**config.mk**
```make
export PLATFORM = sky130hd
export DESIGN_NAME = adc_strobe_seq
export DESIGN_NICKNAME = d
export VERILOG_FILES = /design/src/rtl/adcseq_pkg.sv /design/src/rtl/adcseq_eoc_sync.sv /design/src/rtl/adcseq_fmt.sv /design/src/rtl/adc_strobe_seq.sv
export SDC_FILE = /design/constraint.sdc
export NUM_CORES = 1
export LEC_CHECK = 0
export BUFFER_PORTS_ARGS = -buffer_cell sky130_fd_sc_hd__buf_4
export CORE_MARGIN = 2
export CORE_UTILIZATION = 56
export DETAILED_ROUTE_END_ITERATION = 16
export PLACE_DENSITY = 0.8
export SLEW_MARGIN = 15
export SYNTH_ARGS = -nofsm -noshare
export SYNTH_HDL_FRONTEND = slang
export SYNTH_SLANG_ARGS = --single-unit
```
**constraint.sdc**
```tcl
create_clock -name clk -period 2.88 [get_ports clk]
set_input_delay 0.144 -clock clk [delete_from_list [all_inputs] [get_ports clk]]
set_output_delay 0.144 -clock clk [all_outputs]
set_load 0.02 [all_outputs]
```
**src/rtl/adcseq_pkg.sv**
```systemverilog
package adcseq_pkg;

    typedef enum logic [3:0] {
        ST_RST,
        ST_IDLE,
        ST_LEAD,
        ST_ACQ_LO,
        ST_ACQ_HI,
        ST_CNV_LO,
        ST_WAIT,
        ST_GAP,
        ST_RD_LO
    } seq_state_e;

endpackage

```
**src/rtl/adcseq_eoc_sync.sv**
```systemverilog
module adcseq_eoc_sync #(
    parameter int STAGES = 2
) (
    input  logic clk,
    input  logic rst_n,
    input  logic eoc_i,
    output logic fall_o
);
    // sh[0..STAGES-1] is the synchroniser chain, sh[STAGES] holds the previous level
    logic [STAGES:0] sh_q;

    always_ff @(posedge clk or negedge rst_n) begin
        if (!rst_n) sh_q[0] <= 1'b1;
        else        sh_q[0] <= eoc_i;
    end

    for (genvar g = 1; g <= STAGES; g++) begin : g_stage
        always_ff @(posedge clk or negedge rst_n) begin
            if (!rst_n) sh_q[g] <= 1'b1;
            else        sh_q[g] <= sh_q[g-1];
        end
    end

    assign fall_o = sh_q[STAGES] & ~sh_q[STAGES-1];

endmodule

```
**src/rtl/adcseq_fmt.sv**
```systemverilog
module adcseq_fmt #(
    parameter int DW = 16
) (
    input  logic [DW-1:0] raw_i,
    input  logic          bipolar_i,
    output logic [DW-1:0] word_o
);
    // Offset binary to two's complement: flip the top bit only
    always_comb begin
        word_o         = raw_i;
        word_o[DW-1]   = raw_i[DW-1] ^ bipolar_i;
    end

endmodule

```
**src/rtl/adc_strobe_seq.sv**
```systemverilog
module adc_strobe_seq
    import adcseq_pkg::*;
#(
    parameter int DW        = 16,
    parameter int CSL_CLKS  = 4,
    parameter int CSH_CLKS  = 4,
    parameter int ACQ_CLKS  = 200,
    parameter int WAKE_CLKS = 1200000,
    parameter int TMO_CLKS  = 600,
    parameter int RD_CLKS   = 4,
    parameter int RST_CLKS  = 10
) (
    input  logic          clk,
    input  logic          rst_n,
    input  logic          start_i,
    input  logic          shdn_i,
    input  logic          bipolar_i,
    output logic [DW-1:0] result_o,
    output logic          valid_o,
    output logic          busy_o,
    output logic          err_o,
    output logic          adc_cs_n_o,
    output logic          adc_rc_o,
    output logic          adc_reset_o,
    input  logic          adc_eoc_i,
    input  logic [DW-1:0] adc_data_i
);

    localparam int M1   = (WAKE_CLKS > TMO_CLKS) ? WAKE_CLKS : TMO_CLKS;
    localparam int M2   = (ACQ_CLKS > RST_CLKS) ? ACQ_CLKS : RST_CLKS;
    localparam int M3   = (M1 > M2) ? M1 : M2;
    localparam int MAXC = (M3 > RD_CLKS + CSL_CLKS + CSH_CLKS) ? M3 : RD_CLKS + CSL_CLKS + CSH_CLKS;
    localparam int CW   = $clog2(MAXC + 1);

    localparam logic [CW-1:0] LD_CSL  = CW'(CSL_CLKS - 1);
    localparam logic [CW-1:0] LD_CSH  = CW'(CSH_CLKS - 1);
    localparam logic [CW-1:0] LD_ACQ  = CW'(ACQ_CLKS - CSL_CLKS - 1);
    localparam logic [CW-1:0] LD_WAKE = CW'(WAKE_CLKS - CSL_CLKS - 1);
    localparam logic [CW-1:0] LD_TMO  = CW'(TMO_CLKS - 1);
    localparam logic [CW-1:0] LD_RD   = CW'(RD_CLKS - 1);
    localparam logic [CW-1:0] LD_RST  = CW'(RST_CLKS - 1);

    typedef struct packed {
        seq_state_e    st;
        logic [CW-1:0] cnt;
        logic          ref_off;
        logic          mode;
        logic          bip;
        logic          cs_n;
        logic          rc;
        logic          rst_pin;
        logic          busy;
        logic          valid;
        logic          err;
        logic [DW-1:0] res;
    } seq_regs_t;

    seq_regs_t     seq_d, seq_q;
    logic          eoc_fall;
    logic [DW-1:0] fmt_word;
    logic          last_tick;

    adcseq_eoc_sync #(.STAGES(2)) i_sync (
        .clk    (clk),
        .rst_n  (rst_n),
        .eoc_i  (adc_eoc_i),
        .fall_o (eoc_fall)
    );

    adcseq_fmt #(.DW(DW)) i_fmt (
        .raw_i     (adc_data_i),
        .bipolar_i (seq_q.bip),
        .word_o    (fmt_word)
    );

    always_comb begin
        seq_d       = seq_q;
        seq_d.valid = 1'b0;
        seq_d.err   = 1'b0;
        last_tick   = (seq_q.cnt == '0);
        if (!last_tick) seq_d.cnt = seq_q.cnt - 1'b1;

        unique case (seq_q.st)
            ST_RST: begin
                if (last_tick) seq_d.st = ST_IDLE;
            end
            ST_IDLE: begin
                if (start_i) begin
                    seq_d.st   = ST_LEAD;
                    seq_d.cnt  = LD_CSH;
                    seq_d.mode = shdn_i;
                    seq_d.bip  = bipolar_i;
                end
            end
            ST_LEAD: begin
                if (last_tick) begin
                    seq_d.st  = ST_ACQ_LO;
                    seq_d.cnt = LD_CSL;
                end
            end
            ST_ACQ_LO: begin
                if (last_tick) begin
                    seq_d.st  = ST_ACQ_HI;
                    seq_d.cnt = seq_q.ref_off ? LD_WAKE : LD_ACQ;
                end
            end
            ST_ACQ_HI: begin
                if (last_tick) begin
                    seq_d.st  = ST_CNV_LO;
                    seq_d.cnt = LD_CSL;
                end
            end
            ST_CNV_LO: begin
                if (last_tick) begin
                    seq_d.st      = ST_WAIT;
                    seq_d.cnt     = LD_TMO;
                    seq_d.ref_off = seq_q.mode;
                end
            end
            ST_WAIT: begin
                if (eoc_fall) begin
                    seq_d.st  = ST_GAP;
                    seq_d.cnt = LD_CSH;
                end else if (last_tick) begin
                    seq_d.st      = ST_IDLE;
                    seq_d.err     = 1'b1;
                    seq_d.ref_off = 1'b1;
                end
            end
            ST_GAP: begin
                if (last_tick) begin
                    seq_d.st  = ST_RD_LO;
                    seq_d.cnt = LD_RD;
                end
            end
            ST_RD_LO: begin
                if (last_tick) begin
                    seq_d.st    = ST_IDLE;
                    seq_d.res   = fmt_word;
                    seq_d.valid = 1'b1;
                end
            end
            default: seq_d.st = ST_IDLE;
        endcase

        // Pin levels follow the next phase so they leave straight from flops
        seq_d.cs_n    = !(seq_d.st inside {ST_ACQ_LO, ST_CNV_LO, ST_RD_LO});
        seq_d.rst_pin = (seq_d.st == ST_RST);
        seq_d.busy    = (seq_d.st inside {ST_LEAD, ST_ACQ_LO, ST_ACQ_HI, ST_CNV_LO,
                                          ST_WAIT, ST_GAP, ST_RD_LO});
        if (seq_d.st inside {ST_ACQ_HI, ST_CNV_LO})
            seq_d.rc = seq_d.mode;
        else if (seq_d.st inside {ST_WAIT, ST_GAP, ST_RD_LO})
            seq_d.rc = 1'b1;
        else
            seq_d.rc = 1'b0;
    end

    always_ff @(posedge clk or negedge rst_n) begin
        if (!rst_n) begin
            seq_q.st      <= ST_RST;
            seq_q.cnt     <= LD_RST;
            seq_q.ref_off <= 1'b1;
            seq_q.mode    <= 1'b0;
            seq_q.bip     <= 1'b0;
            seq_q.cs_n    <= 1'b1;
            seq_q.rc      <= 1'b0;
            seq_q.rst_pin <= 1'b1;
            seq_q.busy    <= 1'b0;
            seq_q.valid   <= 1'b0;
            seq_q.err     <= 1'b0;
            seq_q.res     <= '0;
        end else begin
            seq_q <= seq_d;
        end
    end

    assign result_o    = seq_q.res;
    assign valid_o     = seq_q.valid;
    assign busy_o      = seq_q.busy;
    assign err_o       = seq_q.err;
    assign adc_cs_n_o  = seq_q.cs_n;
    assign adc_rc_o    = seq_q.rc;
    assign adc_reset_o = seq_q.rst_pin;

endmodule

```
==> impl_metrics.env <==
export IMPL_initial_core_util_pct=58.39
export IMPL_antenna_found_initial=0
export IMPL_syn_nets=331
export IMPL_first_pass_iters=4
export IMPL_critPathBufInv=1
export IMPL_cts_buffers_inserted=5
export IMPL_final_common_cell="nand2_1"
export IMPL_cp_max_fo=8
export IMPL_core_mm2=0.004755
export IMPL_viasPerCell=5.486
export IMPL_clock_latency_ps=310
export IMPL_portBuffers=43
export IMPL_p_leak_nw=1.343
export IMPL_layout_cells_most_common_list="nand2_1, buf_4, dfrtp_1, nor2_1, nor3_1"
export IMPL_ys_ff_latch=53
export IMPL_post_route_period_util_pct=91.21
export IMPL_crit_top_cell="nand2_1"
export IMPL_hpwlAfterDp_mm=4.182
export IMPL_numClockSinks=53
export IMPL_maxSlewViolCount=0
export IMPL_drive_above_1_share_pct=22.94
export IMPL_syn_area_per_cell_um2=9.044
export IMPL_fmax_mhz=380.7
export IMPL_crit_chain="inv_1, ha_1, nor3b_2, nand2_1, or4_1, o311a_1, nand2_1, nand3_1"
export IMPL_grt_max_degree=54
export IMPL_rsz0062_at_grt="false"
export IMPL_max_stage_delay_ps=690
export IMPL_finalPower_mw=1.310
export IMPL_critPathLaunchType="flop"
export IMPL_maxCapViolCount=0
export IMPL_slew_headroom_pct=56.55
export IMPL_wl_per_cell_um=14.41
export IMPL_drt_total_wl_mm=5.866
export IMPL_ir_drop_uv=265.4
export IMPL_tritoncts="done"
export IMPL_dp_cells=397
export IMPL_drt_iter0_drc=144
export IMPL_die_w_um=74.41
export IMPL_route_detailed_drc=0
export IMPL_muxShareOfSynthArea_pct=0.8112
export IMPL_synthArstFlopShare_pct=100.0
export IMPL_synth_compound_area_share_pct=11.99
export IMPL_die_h_um=74.41
export IMPL_cts_root_buffer="clkbuf_8"
export IMPL_final_instance_count_excl_fill=407
export IMPL_grt_pass1_vias=2093
export IMPL_gr_usage_all_layers_pct=23.12
export IMPL_synth_cell_types=59
export IMPL_ctsLongestPathBuffers=2
export IMPL_syn_to_final_growth_pct=14.96
export IMPL_synth_top_family_by_area="simple AND/OR/NAND/NOR gates"
export IMPL_grt_overflow=0
export IMPL_ys_warn_count=0
export IMPL_crit_path_top_delay_cell="or4_1"
export IMPL_hold_class="in2reg"
export IMPL_final_nets=363
export IMPL_path_class="reg2reg"
export IMPL_status="complete, no violations"
export IMPL_power_density_mw_per_mm2=410.5
export IMPL_synth_edf_count=0
export IMPL_setup_tns_final_ps=0
export IMPL_fin_crit_ps=2627
export IMPL_post_cts_resized=0
export IMPL_synth_area_mm2=0.002776
export IMPL_finalSetupViolations=0
export IMPL_seq_area_frac_synth_pct=48.13
export IMPL_cpLargestDelayFamily="simple AND/OR/NAND/NOR gates"
export IMPL_arrival_ps=2800
export IMPL_clock_skew_ps=11.63
export IMPL_rows=25
export IMPL_synthFlopType="dfrtp_1"
export IMPL_place_congestion=0.9357
export IMPL_synthSimpleGateAreaFrac_pct=27.22
export IMPL_finalHoldViolCount=0
export IMPL_io_pins=44
export IMPL_h_tree_depth=2
export IMPL_post_synth_xor_area_fraction_pct=3.785
export IMPL_ant_nets=0
export IMPL_cp_end_kind="flop"
export IMPL_synthCells=307
export IMPL_tightest_slew_ps=651.8
export IMPL_grt_pass1_wl_mm=9.729
export IMPL_diodes=0
export IMPL_vias=2233
export IMPL_die_area_mm2=0.005537
export IMPL_clk_pin_slew_ps=100
export IMPL_crit_required_ps=3060
export IMPL_synthAdderAreaFrac_pct=0.9013
[state kept, by name (all words and copies together), names as in the netlist]
| signal | flops |
|---|---|
| adc_cs_n_o | 1 |
| err_o | 1 |
| busy_o | 1 |
| i_sync.sh_q | 3 |
| valid_o | 1 |
| adc_rc_o | 1 |
| seq_q | 28 |
| adc_reset_o | 1 |
| result_o | 16 |
[cells by family after synthesis]
kind of cell / count (synthesis)
DFF: 53
buffers and inverters: 33
muxes: 2
AOI/OAI and AO/OA: 50
and+or+nand+nor: 155
adders and majority gates: 2
xor gates and xnor gates: 12
[area by class of cell]
cell class / instances / area, µm²
flip-flops and latches: 53 / 1336
fillers: 421 / 1563
well taps: 67 / 83.83
clock buffers: 6 / 82.58
repair buffers: 50 / 380.4
inverters: 8 / 30.03
clock inverters: 2 / 37.54
multi-input cells: 221 / 1241
[final timing paths]
kind / cells past startpoint / from / to / slack (ps)
worst max-delay path: 8 / seq_q[26]$_DFF_PN0_ / busy_o$_DFF_PN0_ / 250
worst min-delay path: 3 / adc_data_i[11] / result_o[11]$_DFFE_PN0P_ / 30
worst max register to register: 8 / seq_q[26]$_DFF_PN0_ / busy_o$_DFF_PN0_ / 250
worst min register to register: 0 / i_sync.sh_q[0]$_DFF_PN1_ / i_sync.sh_q[1]$_DFF_PN1_ / 360
max in group asynchronous: 2 / rst_n / result_o[4]$_DFFE_PN0P_ / 2040
min in group asynchronous: 2 / rst_n / seq_q[43]$_DFF_PN0_ / 410
[timing repair]
action / 4_1_cts / 5_1_grt
hold endpoints to repair: 46 / 0
setup buffers: 0 / 0
hold buffers: 2 / 0
endpoints found under the setup margin: 0 / 0
[cells in the mapped netlist (2+ instances only)]
cell type / count / area [µm²]
mux2_2: 2 / 22.52
or3_1: 6 / 37.54
xor2_1: 5 / 43.79
nand4_1: 3 / 18.77
ha_1: 2 / 25.02
nor3b_2: 2 / 25.02
or4_4: 2 / 22.52
buf_4: 18 / 135.1
o21ai_0: 15 / 75.07
o21a_1: 2 / 15.01
nor3_1: 16 / 80.08
dfstp_2: 8 / 210.2
and2_1: 3 / 18.77
inv_1: 8 / 30.03
a21oi_1: 8 / 40.04
xnor2_1: 7 / 61.31
dfrtp_1: 45 / 1126
o21ai_1: 2 / 10.01
nand3b_1: 2 / 15.01
nand2_1: 66 / 247.7
nand2b_1: 2 / 12.51
a31oi_1: 2 / 12.51
nor2_1: 27 / 101.4
a21o_1: 2 / 15.01
nor4_1: 3 / 18.77
o211ai_1: 2 / 15.01
or4_1: 2 / 15.01
buf_2: 6 / 30.03
nand3_1: 9 / 45.04
[per-stage QoR]
stage | util (%) | area [µm²] | hold slack, ps | setup WS [ps]
after floorplan | - | 2776 | -151.6 | 603.2
after global placement | 64.18 | 3052 | 214.2 | 409.9
after detailed placement | 64.18 | 3052 | 216.7 | 292.6
after CTS | 67.13 | 3192 | 21.07 | 267.1
after global routing | 67.13 | 3192 | 19.53 | 121.3
final | 67.13 | 3192 | 25.44 | 253.0
[power breakdown]
group	internal, mW	switching (mW)
Clock	0.283	0.238
Combinational	0.0213	0.0197
Sequential	0.748	0.000974
[metal layers]
| metal | vias up | wire length [µm] | GRT usage, % |
|---|---|---|---|
| met4 | 0 | 82 | 6.944 |
| met2 | 67 | 2763 | 36.48 |
| met5 | - | 0 | 0 |
| li1 | 1107 | - | - |
| met3 | 8 | 320 | 4.065 |
| met1 | 1051 | 2700 | 32.92 |
[worst reg2reg max path, stage by stage (launching register included)]
cell and delay [ps]:
dfrtp_1 420, inv_1 70, ha_1 160, nor3b_2 370
nand2_1 140, or4_1 690, o311a_1 440, nand2_1 110
nand3_1 90
No activity file was read; power rests on OpenSTA's default activity.
